===== src/rtl/ssram_pkg.sv =====
package ssram_pkg;
  typedef enum logic [1:0] {
    OP_IDLE  = 2'd0,
    OP_READ  = 2'd1,
    OP_WRITE = 2'd2
  } op_e;
endpackage


===== src/rtl/ssram_in_stage.sv =====
module ssram_in_stage
  import ssram_pkg::*;
#(
  parameter int ADDR_W = 4,
  parameter int LANES  = 4,
  parameter int LANE_W = 8,
  localparam int DATA_W = LANES * LANE_W
) (
  input  logic              clk,
  input  logic              rst_n,
  input  logic              cs,
  input  logic              wr,
  input  logic              gw_n,
  input  logic              bwe_n,
  input  logic [LANES-1:0]  bw_n,
  input  logic [ADDR_W-1:0] addr,
  input  logic [DATA_W-1:0] wdata,
  input  logic              snooze,
  output op_e               op_q,
  output logic [LANES-1:0]  lane_we_q,
  output logic [ADDR_W-1:0] addr_q,
  output logic [DATA_W-1:0] wdata_q
);
  logic             access;
  op_e              op_d;
  logic [LANES-1:0] lane_we_d;

  always_comb begin
    access    = cs & ~snooze;
    op_d      = OP_IDLE;
    lane_we_d = '0;
    if (access) begin
      if (wr) begin
        op_d = OP_WRITE;
        if (!gw_n)       lane_we_d = '1;
        else if (!bwe_n) lane_we_d = ~bw_n;
      end else begin
        op_d = OP_READ;
      end
    end
  end

  always_ff @(posedge clk or negedge rst_n) begin
    if (!rst_n) begin
      op_q      <= OP_IDLE;
      lane_we_q <= '0;
    end else begin
      op_q      <= op_d;
      lane_we_q <= lane_we_d;
    end
  end

  always_ff @(posedge clk) begin
    if (access) begin
      addr_q  <= addr;
      wdata_q <= wdata;
    end
  end

  // global write reaches every lane
  a_r3_global_all_lanes: assert property (@(posedge clk) disable iff (!rst_n)
    (cs && wr && !gw_n && !snooze) |=> (lane_we_q == {LANES{1'b1}}));
  // no gating asserted means nothing written
  a_r5_no_gate_no_write: assert property (@(posedge clk) disable iff (!rst_n)
    (cs && wr && gw_n && bwe_n && !snooze) |=> (lane_we_q == '0));
  // snooze is captured as idle
  a_r9_snooze_idle: assert property (@(posedge clk) disable iff (!rst_n)
    snooze |=> (op_q == OP_IDLE && lane_we_q == '0));
endmodule


===== src/rtl/ssram_array.sv =====
module ssram_array #(
  parameter int ADDR_W = 4,
  parameter int LANES  = 4,
  parameter int LANE_W = 8,
  localparam int DATA_W = LANES * LANE_W,
  localparam int DEPTH  = 1 << ADDR_W
) (
  input  logic              clk,
  input  logic [LANES-1:0]  lane_we,
  input  logic [ADDR_W-1:0] addr,
  input  logic [DATA_W-1:0] wdata,
  output logic [DATA_W-1:0] rd_word
);
  for (genvar g = 0; g < LANES; g++) begin : g_lane
    logic [LANE_W-1:0] bank [DEPTH];

    always_ff @(posedge clk) begin
      if (lane_we[g]) bank[addr] <= wdata[g*LANE_W +: LANE_W];
    end

    assign rd_word[g*LANE_W +: LANE_W] = bank[addr];
  end
endmodule


===== src/rtl/ssram_out_stage.sv =====
module ssram_out_stage
  import ssram_pkg::*;
#(
  parameter int DATA_W = 32
) (
  input  logic              clk,
  input  logic              rst_n,
  input  op_e               op_q,
  input  logic              dcd_mode,
  input  logic              snooze,
  input  logic [DATA_W-1:0] rd_word,
  output logic [DATA_W-1:0] rdata,
  output logic              rvalid
);
  logic oe_q, held_q;
  logic oe_d, held_d;
  logic load;

  always_comb begin
    load   = (op_q == OP_READ);
    oe_d   = load | (dcd_mode & (op_q == OP_IDLE) & oe_q & ~held_q);
    held_d = oe_d & ~load;
  end

  always_ff @(posedge clk or negedge rst_n) begin
    if (!rst_n) begin
      oe_q   <= 1'b0;
      held_q <= 1'b0;
    end else begin
      oe_q   <= oe_d;
      held_q <= held_d;
    end
  end

  always_ff @(posedge clk) begin
    if (load) rdata <= rd_word;
  end

  assign rvalid = oe_q & ~snooze;

  // a captured read turns the output on at the next edge
  a_r1_read_on: assert property (@(posedge clk) disable iff (!rst_n)
    (op_q == OP_READ) |=> oe_q);
  // single-cycle deselect
  a_r6_scd_off: assert property (@(posedge clk) disable iff (!rst_n)
    (op_q == OP_IDLE && !dcd_mode) |=> !oe_q);
  // dual-cycle deselect ends after one hold
  a_r7_dcd_off: assert property (@(posedge clk) disable iff (!rst_n)
    (op_q == OP_IDLE && $past(op_q) == OP_IDLE && dcd_mode) |=> !oe_q);
  // write turns the output off
  a_r8_write_off: assert property (@(posedge clk) disable iff (!rst_n)
    (op_q == OP_WRITE) |=> !oe_q);
  // held output keeps its data
  a_r7_hold_data: assert property (@(posedge clk) disable iff (!rst_n)
    (oe_q && op_q != OP_READ) |=> $stable(rdata));
endmodule


===== src/rtl/ssram_pipe.sv =====
module ssram_pipe
  import ssram_pkg::*;
#(
  parameter int ADDR_W = 4,
  parameter int LANES  = 4,
  parameter int LANE_W = 8,
  localparam int DATA_W = LANES * LANE_W
) (
  input  logic              clk,
  input  logic              rst_n,
  input  logic              cs,
  input  logic              wr,
  input  logic              gw_n,
  input  logic              bwe_n,
  input  logic [LANES-1:0]  bw_n,
  input  logic [ADDR_W-1:0] addr,
  input  logic [DATA_W-1:0] wdata,
  input  logic              dcd_mode,
  input  logic              snooze,
  output logic [DATA_W-1:0] rdata,
  output logic              rvalid
);
  op_e               op_q;
  logic [LANES-1:0]  lane_we_q;
  logic [ADDR_W-1:0] addr_q;
  logic [DATA_W-1:0] wdata_q;
  logic [DATA_W-1:0] rd_word;

  ssram_in_stage #(.ADDR_W(ADDR_W), .LANES(LANES), .LANE_W(LANE_W)) u_in (
    .clk(clk), .rst_n(rst_n), .cs(cs), .wr(wr), .gw_n(gw_n), .bwe_n(bwe_n),
    .bw_n(bw_n), .addr(addr), .wdata(wdata), .snooze(snooze),
    .op_q(op_q), .lane_we_q(lane_we_q), .addr_q(addr_q), .wdata_q(wdata_q)
  );

  ssram_array #(.ADDR_W(ADDR_W), .LANES(LANES), .LANE_W(LANE_W)) u_arr (
    .clk(clk), .lane_we(lane_we_q), .addr(addr_q), .wdata(wdata_q),
    .rd_word(rd_word)
  );

  ssram_out_stage #(.DATA_W(DATA_W)) u_out (
    .clk(clk), .rst_n(rst_n), .op_q(op_q), .dcd_mode(dcd_mode),
    .snooze(snooze), .rd_word(rd_word), .rdata(rdata), .rvalid(rvalid)
  );

  // snooze silences the output in the same cycle
  a_r9_snooze_quiet: assert property (@(posedge clk) disable iff (!rst_n)
    snooze |-> !rvalid);
endmodule


===== config.mk =====
export PLATFORM = sky130hd
export DESIGN_NAME = ssram_pipe
export DESIGN_NICKNAME = d
export VERILOG_FILES = /design/src/rtl/ssram_pkg.sv /design/src/rtl/ssram_in_stage.sv /design/src/rtl/ssram_array.sv /design/src/rtl/ssram_out_stage.sv /design/src/rtl/ssram_pipe.sv
export SDC_FILE = /design/constraint.sdc
export NUM_CORES = 1
export LEC_CHECK = 0
export CELL_PAD_IN_SITES_DETAIL_PLACEMENT = 1
export CELL_PAD_IN_SITES_GLOBAL_PLACEMENT = 2
export CORE_MARGIN = 2
export CORE_UTILIZATION = 48
export CTS_CLUSTER_SIZE = 16
export DETAILED_ROUTE_END_ITERATION = 10
export PLACE_DENSITY = 0.77
export SLEW_MARGIN = 15
export SYNTH_ARGS = -nofsm -noshare
export SYNTH_HDL_FRONTEND = slang
export SYNTH_SLANG_ARGS = --single-unit

===== constraint.sdc =====
create_clock -name clk -period 2.7 [get_ports clk]
set_clock_uncertainty 0.05 [all_clocks]
set_input_delay 0.675 -clock clk [delete_from_list [all_inputs] [get_ports clk]]
set_output_delay 0.675 -clock clk [all_outputs]
set_load 0.02 [all_outputs]

==> impl_metrics.py, run 1 <==
metrics = {
    "synthesis": {
        "syn_inst": 972,
        "synth_top_cells_by_count": "edfxtp_1, mux4_2, nor2_1",
        "synth_cell_types": 20,
        "synth.area.top_cells": "edfxtp_1, mux4_2, a22oi_1",
        "yosysTopAreaCell": "edfxtp_1",
        "async_flop_share": 0.0136,
        "synthesis.area_um2": 21800,
        "synth.avg_cell_area_um2": 22.5,
        "ys_seq_elements": 588,
        "synth-warning-count": 0,
        "yosysTopAreaCellShare": 0.798,
        "ys.flop_type": "edfxtp_1",
        "syn_nets": 1020,
        "seq_area_frac_synth": 0.807,
        "synth_most_common_cell": "edfxtp_1",
        "synth_edf_count": 580,
    },
    "global_route": {
        "grt_pass1_vias": 11255,
        "antenna_found_initial": 0,
        "grt_overflow": 0,
        "track_usage": 0.206,
        "grt_pass1_wl_mm": 70.8,
        "grt_max_degree": 66,
    },
    "floorplan": {
        "rows": 78,
        "dieArea_um2": 47200,
        "ios": 81,
        "core_um2": 45100,
        "start_util": 0.484,
        "die_w_um": 217,
        "die_h_um": 217,
    },
    "power_and_ir_drop": {
        "pwr-share-comb": 0.045,
        "sw_frac_of_total": 0.206,
        "p_clk_frac": 0.393,
        "seq_power_share": 0.562,
        "finalPower_mw": 18.4,
        "leakagePower_nw": 8.29,
        "power.density_nw_per_um2": 718,
        "switchingPower_mw": 3.80,
        "p_int_mw": 14.6,
        "vdd_drop_max_mv": 0.438,
    },
    "drt": {
        "first_pass_iters": 5,
        "num_vias": 10161,
        "wirelength_mm": 46.9,
        "drc": 0,
        "wl_per_cell_um": 26.1,
        "antenna_left": 0,
        "vias_per_cell": 5.66,
        "drt_iter0_markers": 870,
    },
    "clock_tree": {
        "cts_setup_buffers": 0,
        "cts_tree": "done",
        "clk_path_buf_depth": 3,
        "insertion_delay_ns": 0.61,
        "cts_buffers": 56,
        "clk_pin_slew_ns": 0.06,
        "hold_buffers": 0,
        "cts_sinks": 588,
        "cts_resized": 0,
        "htreeDepth": 2,
        "cts-root-buf": "clkbuf_16",
    },
    "worst_setup_path": {
        "r2r-start": "u_in.addr_q[0]",
        "path_cells": "clkdlybuf4s50_1, nor2b_1, clkdlybuf4s50_1",
        "cp_max_fo": 2,
        "path_common_cell": "clkdlybuf4s50_1",
        "cpPeakStageDelay_ns": 0.61,
        "arrival_ns": 1.86,
        "startpoint_type": "input port",
        "crit_start": "snooze",
        "path_class": "input port to primary output",
        "endpoint_kind": "primary output",
        "cp_slowest_cell": "clkdlybuf4s50_1",
        "cp.required_ns": 1.98,
    },
    "timing": {
        "slew_headroom": 0.473,
        "hold_violations": 0,
        "drv_slew": 0,
        "layout_setup_ws_ns": 0.113,
        "min_period_ns": 2.59,
        "setup_tns_ns": 0,
        "setup_viol": 0,
        "fin_crit_sh": 0.958,
        "rsz0062_at_grt": "no",
        "fmax_mhz": 387,
        "worstMarginPinSlew_ns": 0.791,
    },
    "place": {
        "place_hpwl_mm": 28.7,
        "dpl-instance-area_um2": 24000,
        "place_congestion": 0.721,
        "dpl_worst_slack_ns": 0.0888,
        "numPortBuffers": 80,
    },
    "layout": {
        "antennaDiodeCount": 0,
        "nets": 1201,
        "final_area_um2": 25700,
        "syn_to_final_growth_pct": 17.6,
        "finish.utilization": 0.569,
        "drive_above_1_share": 0.253,
    },
    "outcome": {
        "outcome": "complete, no violations",
    },
    "hold_path": {
        "min_path_type": "input port to asynchronous set/reset pin",
    },
    "job": {
        "maxCapViolations": 0,
    },
}
[critical path: cells and delay by family]
| kind | cells | cell delay, ns |
|---|---|---|
| buffers and inverters | 2 | 1.07 |
| AND/OR/NAND/NOR | 1 | 0.12 |
[routing by layer]
metal / vias to the layer above / GRT usage / part of all wire
li1: 4392 / - / -
met1: 5443 / 0.279 / 0.42
met2: 257 / 0.350 / 0.52
met3: 69 / 0.0280 / 0.041
met4: 0 / 0.0683 / 0.023
met5: - / 0 / 0
[cells by family after synthesis]
group / after synthesis / share of synthesized area
multiplexers: 128 / 0.132
AO/OA/AOI/OAI: 68 / 0.0229
flip-flops: 588 / 0.807
AND/OR/NAND/NOR: 135 / 0.0255
buffers and inverters: 53 / 0.0122
[registers in the layout, indices dropped and copies added (netlist names)]
register / count
u_out.oe_q: 1
u_in.wdata_q: 32
u_in.op_q: 2
u_arr.g_lane.bank: 512
u_in.addr_q: 4
u_out.held_q: 1
u_out.rdata: 32
u_in.lane_we_q: 4
[final timing paths]
check / cells after the start / end / slack (ns)
max in group asynchronous: 1 / u_in.lane_we_q[2] / 2.07
max reg2reg: 5 / u_out.rdata[25] / 0.44
min: 1 / u_out.held_q / 0.28
min in group clk: 1 / u_out.held_q / 0.37
min reg2reg: 1 / u_out.held_q / 0.37
max: 3 / rvalid / 0.11
[placed cells by master, fill, tap and decap left out]
cell type        count
nand2_1             47
buf_4               85
mux4_2             128
and3_1               4
nor2_1              65
inv_1                1
a22oi_1             64
clkbuf_16           57
dfrtp_1              8
buf_12              10
and2_1               1
nand3_1              4
clkinvlp_4           1
edfxtp_1           580
nor2b_4              4
bufinv_16            2
nor2b_1              4
nor4_1               1
clkinv_1            16
clkinv_2            11
o21ai_0              4
clkdlybuf4s50_1     80
or2_2                1
or2_1                1
nor2_4               1
clkbuf_1            10
inv_6                2
nand2b_1             2
[power by group through the flow]
stage | Sequential [mW] | Clock [mW] | Combinational [mW]
2_1_floorplan | 10.5 | 0 | 0.516
3_3_place_gp | 10.5 | 0 | 0.822
3_5_place_dp | 10.5 | 0 | 0.843
4_1_cts | 10.3 | 7.40 | 0.845
5_1_grt | 10.4 | 7.70 | 0.893
6_report | 10.3 | 7.24 | 0.825
[area by class of cell]
class	instances	area, µm²
fillers	3909	19400
flip-flops and latches	588	17600
multi-input cells	331	3980
repair buffers	175	1640
clock buffers	67	1460
well taps	600	751
clock inverters	32	200
inverters	1	3.75
[through the flow]
| stage | instances | hold WS, ns |
|---|---|---|
| after floorplan | 972 | 0.329 |
| after global placement | 1695 | 0.353 |
| after detailed placement | 1695 | 0.371 |
| after CTS | 1794 | 0.261 |
| after global routing | 1794 | 0.293 |
| final | 1794 | 0.284 |
(Power assumes the default switching activity.)
==> run 2: changes to the inputs <==
CAP_MARGIN = 0   (was not set)
TNS_END_PERCENT = 1   (was not set)
==> results of run 2 <==
Same layout as run 1: the final DEF is identical, and so are final timing and power.
==> run 3: changes to the inputs <==
SLEW_MARGIN = 30   (was 15)
==> results of run 3 <==
Same layout as run 1: the final DEF is identical, and so are final timing and power.
